[src/rtl/hrw_pkg.sv]
package hrw_pkg;

    localparam int WORD_BITS    = 16;
    localparam int PRE_WORDS_DEF = 34;
    // sync, two header words, checksum
    localparam int TRAIL_WORDS  = 4;
    localparam logic [WORD_BITS-1:0] SYNC_PATTERN = 16'h0001;
    localparam logic [WORD_BITS-1:0] CKSUM_SEED   = 16'h0151;

    typedef logic [WORD_BITS-1:0] word_t;

    typedef struct packed {
        word_t first;
        word_t second;
    } hdr_words_t;

    typedef enum logic [2:0] {
        ST_IDLE,
        ST_DELAY,
        ST_LEAD,
        ST_CELLS,
        ST_HOLD,
        ST_TAIL
    } hrw_state_e;

    function automatic word_t hdr_cksum(input hdr_words_t w);
        return CKSUM_SEED ^ w.first ^ w.second;
    endfunction

endpackage

[src/rtl/hrw_cell_timer.sv]
module hrw_cell_timer #(
    parameter int CELL_CLKS = 60
) (
    input  logic clk,
    input  logic rst,
    input  logic run,
    output logic clk_slot,
    output logic data_slot,
    output logic cell_end
);
    localparam int PH_W = (CELL_CLKS > 1) ? $clog2(CELL_CLKS) : 1;
    localparam logic [PH_W-1:0] PH_LAST = PH_W'(CELL_CLKS - 1);
    localparam logic [PH_W-1:0] PH_MID  = PH_W'(CELL_CLKS / 2);

    logic [PH_W-1:0] phase;

    always_ff @(posedge clk) begin
        if (rst || !run) begin
            phase <= '0;
        end else if (phase == PH_LAST) begin
            phase <= '0;
        end else begin
            phase <= phase + 1'b1;
        end
    end

    assign clk_slot  = run && (phase == '0);
    assign data_slot = run && (phase == PH_MID);
    assign cell_end  = run && (phase == PH_LAST);

endmodule

[src/rtl/hrw_word_source.sv]
module hrw_word_source
    import hrw_pkg::*;
#(
    parameter int PRE_WORDS  = PRE_WORDS_DEF,
    parameter int POST_CELLS = 4
) (
    input  logic       clk,
    input  logic       rst,
    input  logic       clear,
    input  logic       adv,
    input  hdr_words_t words,
    output logic       cur_bit,
    output logic       word_end,
    output logic       last_cell
);
    localparam int NWORDS = PRE_WORDS + TRAIL_WORDS;
    localparam int WI_W   = $clog2(NWORDS + 1);
    localparam int PC_W   = $clog2(POST_CELLS + 1);
    localparam logic [WI_W-1:0] IDX_SYNC = WI_W'(PRE_WORDS);
    localparam logic [WI_W-1:0] IDX_W0   = WI_W'(PRE_WORDS + 1);
    localparam logic [WI_W-1:0] IDX_W1   = WI_W'(PRE_WORDS + 2);
    localparam logic [WI_W-1:0] IDX_CK   = WI_W'(PRE_WORDS + 3);
    localparam logic [WI_W-1:0] IDX_END  = WI_W'(NWORDS);
    localparam logic [PC_W-1:0] PC_LAST  = PC_W'(POST_CELLS - 1);

    logic [WI_W-1:0] widx;
    logic [3:0]      bidx;
    logic [PC_W-1:0] pidx;
    logic            in_words;
    word_t           cur_word;

    assign in_words = (widx < IDX_END);

    always_comb begin
        if (widx == IDX_SYNC) begin
            cur_word = SYNC_PATTERN;
        end else if (widx == IDX_W0) begin
            cur_word = words.first;
        end else if (widx == IDX_W1) begin
            cur_word = words.second;
        end else if (widx == IDX_CK) begin
            cur_word = hdr_cksum(words);
        end else begin
            cur_word = '0;
        end
    end

    // most significant bit first: bit 15 - bidx == ~bidx
    assign cur_bit   = in_words && cur_word[~bidx];
    assign word_end  = adv && in_words && (bidx == 4'hF);
    assign last_cell = !in_words && (pidx == PC_LAST);

    always_ff @(posedge clk) begin
        if (rst || clear) begin
            widx <= '0;
            bidx <= '0;
            pidx <= '0;
        end else if (adv) begin
            if (in_words) begin
                bidx <= bidx + 1'b1;
                if (bidx == 4'hF) begin
                    widx <= widx + 1'b1;
                end
            end else begin
                pidx <= pidx + 1'b1;
            end
        end
    end

endmodule

[src/rtl/hdr_rec_writer.sv]
module hdr_rec_writer
    import hrw_pkg::*;
#(
    parameter int CELL_CLKS  = 60,
    parameter int START_DLY  = 2500,
    parameter int LEAD_CLKS  = 200,
    parameter int TAIL_CLKS  = 2500,
    parameter int PRE_WORDS  = PRE_WORDS_DEF,
    parameter int POST_CELLS = 4
) (
    input  logic        clk,
    input  logic        rst,
    input  logic        sect_mark,
    input  logic        wr_en,
    input  logic [15:0] hdr_w0,
    input  logic [15:0] hdr_w1,
    output logic        wgate,
    output logic        egate,
    output logic        flux,
    output logic        word_done
);
    localparam int MAX_AB = (START_DLY > LEAD_CLKS) ? START_DLY : LEAD_CLKS;
    localparam int MAX_C  = (MAX_AB > TAIL_CLKS) ? MAX_AB : TAIL_CLKS;
    localparam int CNT_W  = $clog2(MAX_C + 2);
    localparam logic [CNT_W-1:0] D_LAST = CNT_W'((START_DLY > 0) ? START_DLY - 1 : 0);
    localparam logic [CNT_W-1:0] L_LAST = CNT_W'((LEAD_CLKS > 0) ? LEAD_CLKS - 1 : 0);
    localparam logic [CNT_W-1:0] T_LAST = CNT_W'((TAIL_CLKS > 0) ? TAIL_CLKS - 1 : 0);

    hrw_state_e       st;
    hrw_state_e       start_st;
    hrw_state_e       done_st;
    logic [CNT_W-1:0] cnt;
    hdr_words_t       words_q;
    logic             running;
    logic             clk_slot, data_slot, cell_end;
    logic             cur_bit, word_end, last_cell;

    // parameter-selected entry and exit states
    generate
        if (START_DLY == 0) begin : g_no_delay
            assign start_st = ST_LEAD;
        end else begin : g_delay
            assign start_st = ST_DELAY;
        end
        if (TAIL_CLKS == 0) begin : g_no_tail
            assign done_st = ST_IDLE;
        end else begin : g_tail
            assign done_st = ST_HOLD;
        end
    endgenerate

    assign running = (st == ST_CELLS);

    hrw_cell_timer #(
        .CELL_CLKS(CELL_CLKS)
    ) u_cell_timer (
        .clk      (clk),
        .rst      (rst),
        .run      (running),
        .clk_slot (clk_slot),
        .data_slot(data_slot),
        .cell_end (cell_end)
    );

    hrw_word_source #(
        .PRE_WORDS (PRE_WORDS),
        .POST_CELLS(POST_CELLS)
    ) u_word_source (
        .clk      (clk),
        .rst      (rst),
        .clear    (!running),
        .adv      (cell_end),
        .words    (words_q),
        .cur_bit  (cur_bit),
        .word_end (word_end),
        .last_cell(last_cell)
    );

    always_ff @(posedge clk) begin
        if (rst) begin
            st      <= ST_IDLE;
            cnt     <= '0;
            words_q <= '0;
        end else begin
            unique case (st)
                ST_IDLE: begin
                    if (sect_mark && wr_en) begin
                        st      <= start_st;
                        cnt     <= '0;
                        words_q <= '{first: hdr_w0, second: hdr_w1};
                    end
                end
                ST_DELAY: begin
                    if (cnt == D_LAST) begin
                        st  <= ST_LEAD;
                        cnt <= '0;
                    end else begin
                        cnt <= cnt + 1'b1;
                    end
                end
                ST_LEAD: begin
                    if (cnt == L_LAST) begin
                        st  <= ST_CELLS;
                        cnt <= '0;
                    end else begin
                        cnt <= cnt + 1'b1;
                    end
                end
                ST_CELLS: begin
                    if (cell_end && last_cell) begin
                        st <= done_st;
                    end
                end
                ST_HOLD: begin
                    if (sect_mark) begin
                        st  <= ST_TAIL;
                        cnt <= '0;
                    end
                end
                ST_TAIL: begin
                    if (cnt == T_LAST) begin
                        st <= ST_IDLE;
                    end else begin
                        cnt <= cnt + 1'b1;
                    end
                end
                default: st <= ST_IDLE;
            endcase
        end
    end

    always_ff @(posedge clk) begin
        if (rst) begin
            word_done <= 1'b0;
        end else begin
            word_done <= word_end;
        end
    end

    assign wgate = (st == ST_LEAD) || (st == ST_CELLS) || (st == ST_HOLD) || (st == ST_TAIL);
    assign egate = wgate;
    assign flux  = clk_slot || (data_slot && cur_bit);

endmodule

[config.mk]
export PLATFORM = sky130hd
export DESIGN_NAME = hdr_rec_writer
export DESIGN_NICKNAME = d
export VERILOG_FILES = /design/src/rtl/hrw_pkg.sv /design/src/rtl/hrw_cell_timer.sv /design/src/rtl/hrw_word_source.sv /design/src/rtl/hdr_rec_writer.sv
export SDC_FILE = /design/constraint.sdc
export NUM_CORES = 1
export LEC_CHECK = 0
export BUFFER_PORTS_ARGS = -buffer_cell sky130_fd_sc_hd__buf_2
export CORE_MARGIN = 8
export CORE_UTILIZATION = 55
export CTS_CLUSTER_SIZE = 12
export DETAILED_ROUTE_END_ITERATION = 16
export PLACE_DENSITY = 0.86
export SLEW_MARGIN = 20
export SYNTH_ARGS = -nofsm -noshare
export SYNTH_HDL_FRONTEND = slang
export SYNTH_HIERARCHICAL = 1
export SYNTH_SLANG_ARGS = --single-unit
[constraint.sdc]
create_clock -name clk -period 4.19 [get_ports clk]
set_input_delay 0 -clock clk [delete_from_list [all_inputs] [get_ports clk]]
set_output_delay 0 -clock clk [all_outputs]
set_load 0.01 [all_outputs]
==> results of run 1 <==
==> critical path: stages, from the launching register on <==
cell,delay (ps)
dfxtp_1,370
inv_1,100
ha_1,870
or2_2,300
nand3_1,90
o2bb2ai_1,130
a2111oi_0,310
a41oi_1,160
nor4_1,500
a21o_1,190
buf_2,140
==> per-layer routing <==
metal  vias to the layer above  wire [um]  part of all wire, %  GRT usage [%]
met5                         -          0                    0              0
met4                         0        259                  2.4          10.58
met3                        24        480                  4.5          4.489
met2                       106       5373                   51          38.00
met1                      1857       4522                   43          24.24
li1                       1909          -                    -              -
==> cell families (layout without fill, tap and decap cells) <==
logic type | count (synthesis) | in the layout | share of synthesized area (%)
buffers and inverters | 51 | 102 | 6.058
adder cells (fa/ha/maj) | 11 | 11 | 3.489
AO/OA/AOI/OAI | 117 | 117 | 19.73
XOR/XNOR | 11 | 11 | 2.442
flip-flops | 67 | 67 | 34.00
multiplexers | 6 | 6 | 1.586
AND/OR/NAND/NOR | 244 | 244 | 32.70
==> where the power goes <==
group	internal [W]	switching, W
clock	0.000229	0.000260
sequential	0.000663	0.0000350
combinational	0.0000834	0.000115
total	0.000975	0.000410
==> how the worst max path moves through the flow <==
| stage | from | endpoint | cells after the start |
|---|---|---|---|
| 5_1_grt | u_word_source/widx[1] | flux | 10 |
| 3_5_place_dp | u_word_source/widx[0] | flux | 10 |
| 3_3_place_gp | u_word_source/widx[0] | flux | 10 |
| 2_1_floorplan | st[2] | u_word_source/widx[3] | 10 |
| 6_report | u_word_source/widx[1] | flux | 10 |
| 4_1_cts | u_word_source/widx[1] | flux | 10 |
==> through the flow <==
| step | instance area, sq um | hold WS, ps |
|---|---|---|
| after floorplan | 3945 | 136.0 |
| after global placement | 4091 | 241.9 |
| after detailed placement | 4091 | 245.6 |
| after CTS | 4591 | 287.7 |
| after global routing | 4591 | 318.2 |
| final | 4591 | 283.3 |
==> cell type report <==
type | instances | area (sq um)
repair buffers | 72 | 523.0
well taps | 99 | 123.9
flip-flops and latches | 67 | 1341
fillers | 610 | 2507
multi-input cells | 389 | 2371
clock inverters | 6 | 41.29
clock buffers | 10 | 137.6
inverters | 14 | 52.55
==> cell usage in the layout, fill, tap and decap left out, types with 6 or more instances in the layout <==
cell type,count
nor2_1,32
ha_1,11
nand3_1,27
nand3b_1,8
buf_2,39
a21oi_1,52
nor3b_1,6
nand2b_1,6
clkbuf_8,10
a31oi_1,8
nand2_1,100
nor2b_1,6
inv_1,14
xor2_1,7
dfxtp_1,67
dlygate4sd3_1,32
o21ai_0,9
and3_1,8
==> registers in the layout, indices dropped and copies added (netlist names) <==
signal / flops
words_q: 32
cnt: 12
u_cell_timer/phase: 6
u_word_source/widx: 6
u_word_source/bidx: 4
st: 3
u_word_source/pidx: 3
word_done: 1
==> results.toml, run 1 <==
[timing]
slew_violations = 0
skew_ps = 6.863
period_minus_slack_ps = 3528
relSlewSlack_pct = 28.90
rsz0062_at_grt = "false"
hold_viol_final = 0
fin_tns_setup_ps = 0
fin_crit_sh_pct = 84.20
fmax_ghz = 0.2835
finalSetupViolCount = 0
tightest_slew_ps = 1067
timing.final.ws_setup_ps = 662.2

[setup_path]
critical_path.startpoint_type = "register"
end_kind = "output pin"
timing.rr.end = "u_word_source/widx[3]"
reg2reg_from = "st[1]"
crit_fanout = 33
r2r_slack_ps = 1230
ff2ff_path_depth = 8
crit_type = "reg -> out"
worstPathArrival_ps = 3530
critical_path_required_ps = 4190

[route]
drt-vias-per-instance = 5.930
dr.pass1.iters = 5
routedWlPerCell_um = 16.19
drt_iter0_markers = 248
via_count = 3896
ant_nets = 0
drc = 0
wl_um = 10640

[layout]
layout-drive-gt1-share_pct = 13.62
final_cells = 657
antenna_cells = 0
layout.nets = 600
fin_util_pct = 64.67
syn_to_final_growth_pct = 16.37

[clocking]
cts_tree = "yes"
htree_levels = 3
ctsHoldBuffers = 32
post_cts_buffers = 0
cts_sinks = 67
cts_root_buffer = "clkbuf_8"
clk_pin_slew_worst_paths_ps = 80
cts_made_buffers = 9
cts_buffer_depth = 2
cts_resized = 0
clk_latency_ps = 360

[yosys]
yosys.area.top_type = "dfxtp_1"
synth_warnings = 6
synth_top_cells_by_area = "dfxtp_1 (34%), nand2_1 (9.5%), a21oi_1 (6.6%), ha_1 (3.5%), nand3_1 (3.4%)"
synth_edf_count = 0
synth_area_sq_um = 3945
yosysMostFrequentCell = "nand2_1"
syn_inst = 507
ys_async_sr_fraction_pct = 0
syn_area_per_cell_sq_um = 7.781
synth_ff_type = "dfxtp_1"
netlist-cell-type-count = 71
synth_nets = 554
synth_top_area_share_pct = 34.00
ys_ff_latch = 67
yosys-top-cells-count = "nand2_1 (100), dfxtp_1 (67), a21oi_1 (52)"
ys_seq_area_share_pct = 34.00

[place]
portBuffers = 39
place_ws_ps = 1103
dp_hpwl_um = 6983
place.gp.congestion = 0.8940
placed_cells = 609

[die]
start_util_pct = 55.58
rows = 31
die_area_sq_um = 10140
io_pins = 40
die_w_um = 100.7
core_area_sq_um = 7098
die_h_um = 100.7

[global_routing]
gr-usage-all-layers_pct = 21.66
grt_max_degree = 57
grt_first_pass_wirelength_um = 17620
antenna_found_initial = 0
overflow = 0
grt_pass1_vias = 3652

[min_path]
holdPathStages = 2
min-delay-start = "rst"
holdPathEnd = "word_done"
holdCritPathClass = "in -> reg"

[outcome]
status = "completed"

[pwr]
power_leakage_nw = 1.621
power_w = 0.001386
vdd_drop_max_uv = 233.9
p_per_area_nw_per_um2 = 301.8

[flow_run]
max_cap_viol_count = 0
No activity file was read; power rests on OpenSTA's default activity.
==> run 2, diff against run 1 <==
==> constraint.sdc (replaced) <==
create_clock -name clk -period 3.4 [get_ports clk]
set_input_delay 0 -clock clk [delete_from_list [all_inputs] [get_ports clk]]
set_output_delay 0 -clock clk [all_outputs]
set_load 0.01 [all_outputs]
==> results.toml, run 2 (synthesis results as in run 1) <==
[min_path]
holdPathEnd = "words_q[30]"
holdCritPathClass = "in -> reg"
min-delay-start = "rst"
holdPathStages = 2

[place]
dpl_cell_area_sq_um = 4134
placed_cells = 613
portBuffers = 39
place.gp.congestion = 0.9317
dp_hpwl_um = 6942

[setup_path]
reg2reg_from = "st[1]"
timing.rr.end = "u_word_source/widx[3]"
critPathSlowestCell = "or4b_2"
path_buf_inv = 3
worstPathArrival_ps = 3250
ff2ff_path_depth = 9
crit_type = "reg -> out"
crit_fanout = 22
cpPeakStageDelay_ps = 610
r2r_slack_ps = 860
end_kind = "output pin"
critical_path_required_ps = 3400
cp_top_family = "simple AND/OR/NAND/NOR gates"
crit_path_cell_trace = "inv_1 > ha_1 > buf_12 > or4b_2 > nand3_1 > a221oi_1 > a21oi_1 > a41oi_1 > nor4_2 > a21o_1 > buf_2"
critical_path.startpoint_type = "register"

[route]
ant_nets = 0
drt_iter0_markers = 297
wl_um = 10400
via_count = 3951
dr.pass1.iters = 5
drc = 0
routedWlPerCell_um = 15.73
drt-vias-per-instance = 5.977

[die]
core_area_sq_um = 7098
die_w_um = 100.7
die_h_um = 100.7
die_area_sq_um = 10140
io_pins = 40
rows = 31
start_util_pct = 55.58

[timing]
rsz0062_at_grt = "false"
fin_crit_sh_pct = 95.56
fmax_ghz = 0.3078
relSlewSlack_pct = 29.08
skew_ps = 5.806
fin_tns_setup_ps = 0
period_minus_slack_ps = 3249
tightest_slew_ps = 1064
slew_violations = 0
hold_viol_final = 0
finalSetupViolCount = 0

[pwr]
power_leakage_nw = 1.663
vdd_drop_max_uv = 299.5
p_per_area_nw_per_um2 = 382.0

[flow_run]
max_cap_viol_count = 0

[layout]
layout.nets = 604
fin_area_sq_um = 4662
syn_to_final_growth_pct = 18.17
antenna_cells = 0
regMostFlops = "words_q"
largest_register_ffs = 32
reg_top3 = "words_q: 32 flops, cnt: 12 flops"
layout-drive-gt1-share_pct = 14.41
most-common-layout-cells = "nand2_1 (100), dfxtp_1 (67), a21oi_1 (52)"
mostFrequentLayoutCell = "nand2_1"
fin_util_pct = 65.68
final_cells = 661

[clocking]
cts_buffer_depth = 2
clk_pin_slew_worst_paths_ps = 80
clk_latency_ps = 350
cts_root_buffer = "clkbuf_8"
cts_tree = "yes"
cts_sinks = 67
cts_made_buffers = 9
post_cts_buffers = 0
htree_levels = 3

[global_routing]
gr-usage-all-layers_pct = 21.13
overflow = 0
antenna_found_initial = 0
grt_max_degree = 57
grt_first_pass_wirelength_um = 17260
grt_pass1_vias = 3745

[outcome]
status = "completed"
==> run 2: changes by cell type in the layout (fill, tap and decap cells not counted), sizes merged <==
| cell | delta |
|---|---|
| inv | +1 |
| clkinvlp | -1 |
| buf | +4 |
| bufinv | +1 |
| clkinv | -1 |
==> run 2: final cells by class <==
cell class                 count  area [sq um]
timing repair buffer          76         565.5
sequential                    67          1341
tap                           99         123.9
multi-input combinational    389          2377
fill                         563          2436
clock inverter                 6         63.81
inverter                      14         52.55
clock buffer                  10         137.6
==> run 2: what timing repair did <==
item | 4_1_cts | 5_1_grt
endpoints found under the setup margin | 0 | 1
gates resized for setup | 0 | 1
hold buffers | 32 | 0
hold endpoints to repair | 32 | 0
==> run 2: worst max path at each step <==
| stage | start | to | slack [ps] | cells after the start |
|---|---|---|---|---|
| after floorplan | st[2] | u_word_source/widx[3] | 1120 | 10 |
| after global placement | u_word_source/widx[0] | flux | 500 | 11 |
| after detailed placement | u_word_source/widx[0] | flux | 430 | 11 |
| after CTS | u_word_source/widx[0] | flux | 20 | 11 |
| after global routing | u_word_source/widx[0] | flux | 10 | 11 |
| final | u_word_source/widx[0] | flux | 150 | 11 |
==> run 2: through the flow <==
stage / setup WS [ps] / hold WS (ps) / power, W
finish: 151.0 / 308.2 / 0.001781
global route: 13.68 / 352.7 / 0.001860
CTS: 23.54 / 296.7 / 0.001788
detailed placement: 427.1 / 248.0 / 0.001088
global placement: 498.4 / 240.4 / 0.001077
floorplan: 1120 / 136.0 / 0.001036
==> run 2: report_power, final <==
part	total [W]	internal (W)	switching, W
combinational	0.000244	0.000103	0.000142
sequential	0.000860	0.000817	0.0000425
clock	0.000677	0.000358	0.000319
==> run 2: metal layers <==
metal / share of wire, % / track usage (%)
met2: 51 / 36.98
met4: 2.5 / 10.93
met1: 41 / 23.60
met3: 5.5 / 4.213
met5: 0 / 0
==> run 3, diff against run 2 <==
--- a/config.mk
+++ b/config.mk
@@ -6,8 +6,8 @@
 export NUM_CORES = 1
 export LEC_CHECK = 0
 export BUFFER_PORTS_ARGS = -buffer_cell sky130_fd_sc_hd__buf_2
-export CORE_MARGIN = 8
 export CORE_UTILIZATION = 55
+export CTS_BUF_LIST = sky130_fd_sc_hd__clkbuf_4
 export CTS_CLUSTER_SIZE = 12
 export DETAILED_ROUTE_END_ITERATION = 16
 export PLACE_DENSITY = 0.86
==> results.toml, run 3 (synthesis results as in run 1) <==
[outcome]
status = "completed"

[clocking]
cts_tree = "yes"
htree_levels = 3
cts_made_buffers = 9
post_cts_buffers = 0
cts_sinks = 67
clk_pin_slew_worst_paths_ps = 110
cts_buffer_depth = 2
clk_latency_ps = 420
cts_root_buffer = "clkbuf_4"

[layout]
layout.nets = 603
final_cells = 656
antenna_cells = 0
syn_to_final_growth_pct = 16.11
reg_top3 = "words_q: 32 flops, cnt: 12 flops"
regMostFlops = "words_q"
most-common-layout-cells = "nand2_1 (100), dfxtp_1 (67), a21oi_1 (52)"
layout-drive-gt1-share_pct = 14.64
num-fill-cells = 563
fin_util_pct = 66.68
largest_register_ffs = 32
mostFrequentLayoutCell = "nand2_1"
fin_area_sq_um = 4581

[setup_path]
critPathSlowestCell = "or4bb_1"
crit_path_cell_trace = "inv_1 > ha_2 > or4bb_1 > nand3_1 > o2bb2ai_1 > a2111oi_2 > a41oi_1 > nor4_2 > a21o_1 > buf_2"
crit_fanout = 26
cpPeakStageDelay_ps = 520
crit_type = "reg -> out"
critical_path.startpoint_type = "register"
critical_path_required_ps = 3400
worstPathArrival_ps = 3160
critPathLaunch = "u_word_source/widx[1]"
end_kind = "output pin"
path_buf_inv = 2
cp_top_family = "simple AND/OR/NAND/NOR gates"
reg2reg_from = "st[1]"

[route]
drt-vias-per-instance = 5.936
dr.pass1.iters = 5
wl_um = 9927
routedWlPerCell_um = 15.13
ant_nets = 0
drc = 0
via_count = 3894
drt_iter0_markers = 296

[place]
dp_hpwl_um = 6615
dpl_cell_area_sq_um = 4110
place.gp.congestion = 0.9220
portBuffers = 39
placed_cells = 609

[timing]
relSlewSlack_pct = 32.28
fin_tns_setup_ps = 0
finalSetupViolCount = 0
skew_ps = 14.80
slew_violations = 0
fin_hold_ws_ps = 213.5
period_minus_slack_ps = 3160
fmax_ghz = 0.3165
fin_crit_sh_pct = 92.94
hold_viol_final = 0
tightest_slew_ps = 1016
rsz0062_at_grt = "false"

[global_routing]
grt_first_pass_wirelength_um = 16170
gr-usage-all-layers_pct = 27.36
grt_max_degree = 57
met1_usage_pct = 30.69
overflow = 0
grt.busiest_layer = "met2"
grtUsageMet3_pct = 5.905
antenna_found_initial = 0
grt_pass1_vias = 3611
met2_usage_pct = 50.58

[die]
core_area_sq_um = 6869
io_pins = 40
start_util_pct = 57.43
die_area_sq_um = 7515
die_h_um = 86.69
die_w_um = 86.69
rows = 30

[pwr]
vdd_drop_max_uv = 367.7
power_leakage_nw = 1.623
p_per_area_nw_per_um2 = 352.9

[flow_run]
max_cap_viol_count = 0

[min_path]
holdCritPathClass = "in -> reg"
min-delay-start = "rst"
-- run 3: changes by cell type in the layout (fill, tap and decap cells not counted) --
cell and change:
clkbuf_8 -10, ha_2 +2, clkinv_4 +1, buf_12 -1, clkinvlp_4 -1, a2111oi_0 -1
a2111oi_2 +1, clkbuf_4 +9, ha_1 -2
-- run 3: report_power, final --
group / leakage [nW] / internal (W) / total (W) / switching (W)
clock: 0.0722 / 0.000221 / 0.000513 / 0.000292
sequential: 0.543 / 0.000817 / 0.000862 / 0.0000447
combinational: 1.01 / 0.000103 / 0.000242 / 0.000139
-- run 3: cell type report --
| type | instances | area [sq um] | area share [%] |
|---|---|---|---|
| sequential | 67 | 1341 | 29.28 |
| inverter | 14 | 52.55 | 1.147 |
| clock buffer | 9 | 67.56 | 1.475 |
| multi-input combinational | 389 | 2389 | 52.14 |
| clock inverter | 6 | 65.06 | 1.420 |
| tap | 96 | 120.1 | 2.622 |
| timing repair buffer | 75 | 545.5 | 11.91 |
-- run 3: metrics by stage --
step,power (W),worst slack (ps)
CTS,0.001629,180.1
global route,0.001696,70.06
detailed placement,0.001089,399.7
floorplan,0.001036,1120
global placement,0.001076,519.1
finish,0.001617,240.1
-- run 3: metal layers --
layer	vias up	share of wire, %
met5	-	0
met4	0	2.4
met3	27	4.9
met2	144	51
met1	1811	42
li1	1912	-
-- run 3: path summary, 6_finish.rpt --
check             cells after the start                    end  slack (ps)
setup / recovery                     10                   flux         240
hold / removal                        2              word_done         210
setup reg to reg                      9  u_word_source/widx[3]         810
hold reg to reg                       1  u_cell_timer/phase[0]         490
-- run 3: what timing repair did --
item | CTS | global route
hold buffers | 32 | 0
gates resized for setup | 2 | 3
endpoints found under the setup margin | 1 | 1
pin swaps | 0 | 1
hold endpoints to repair | 32 | 0
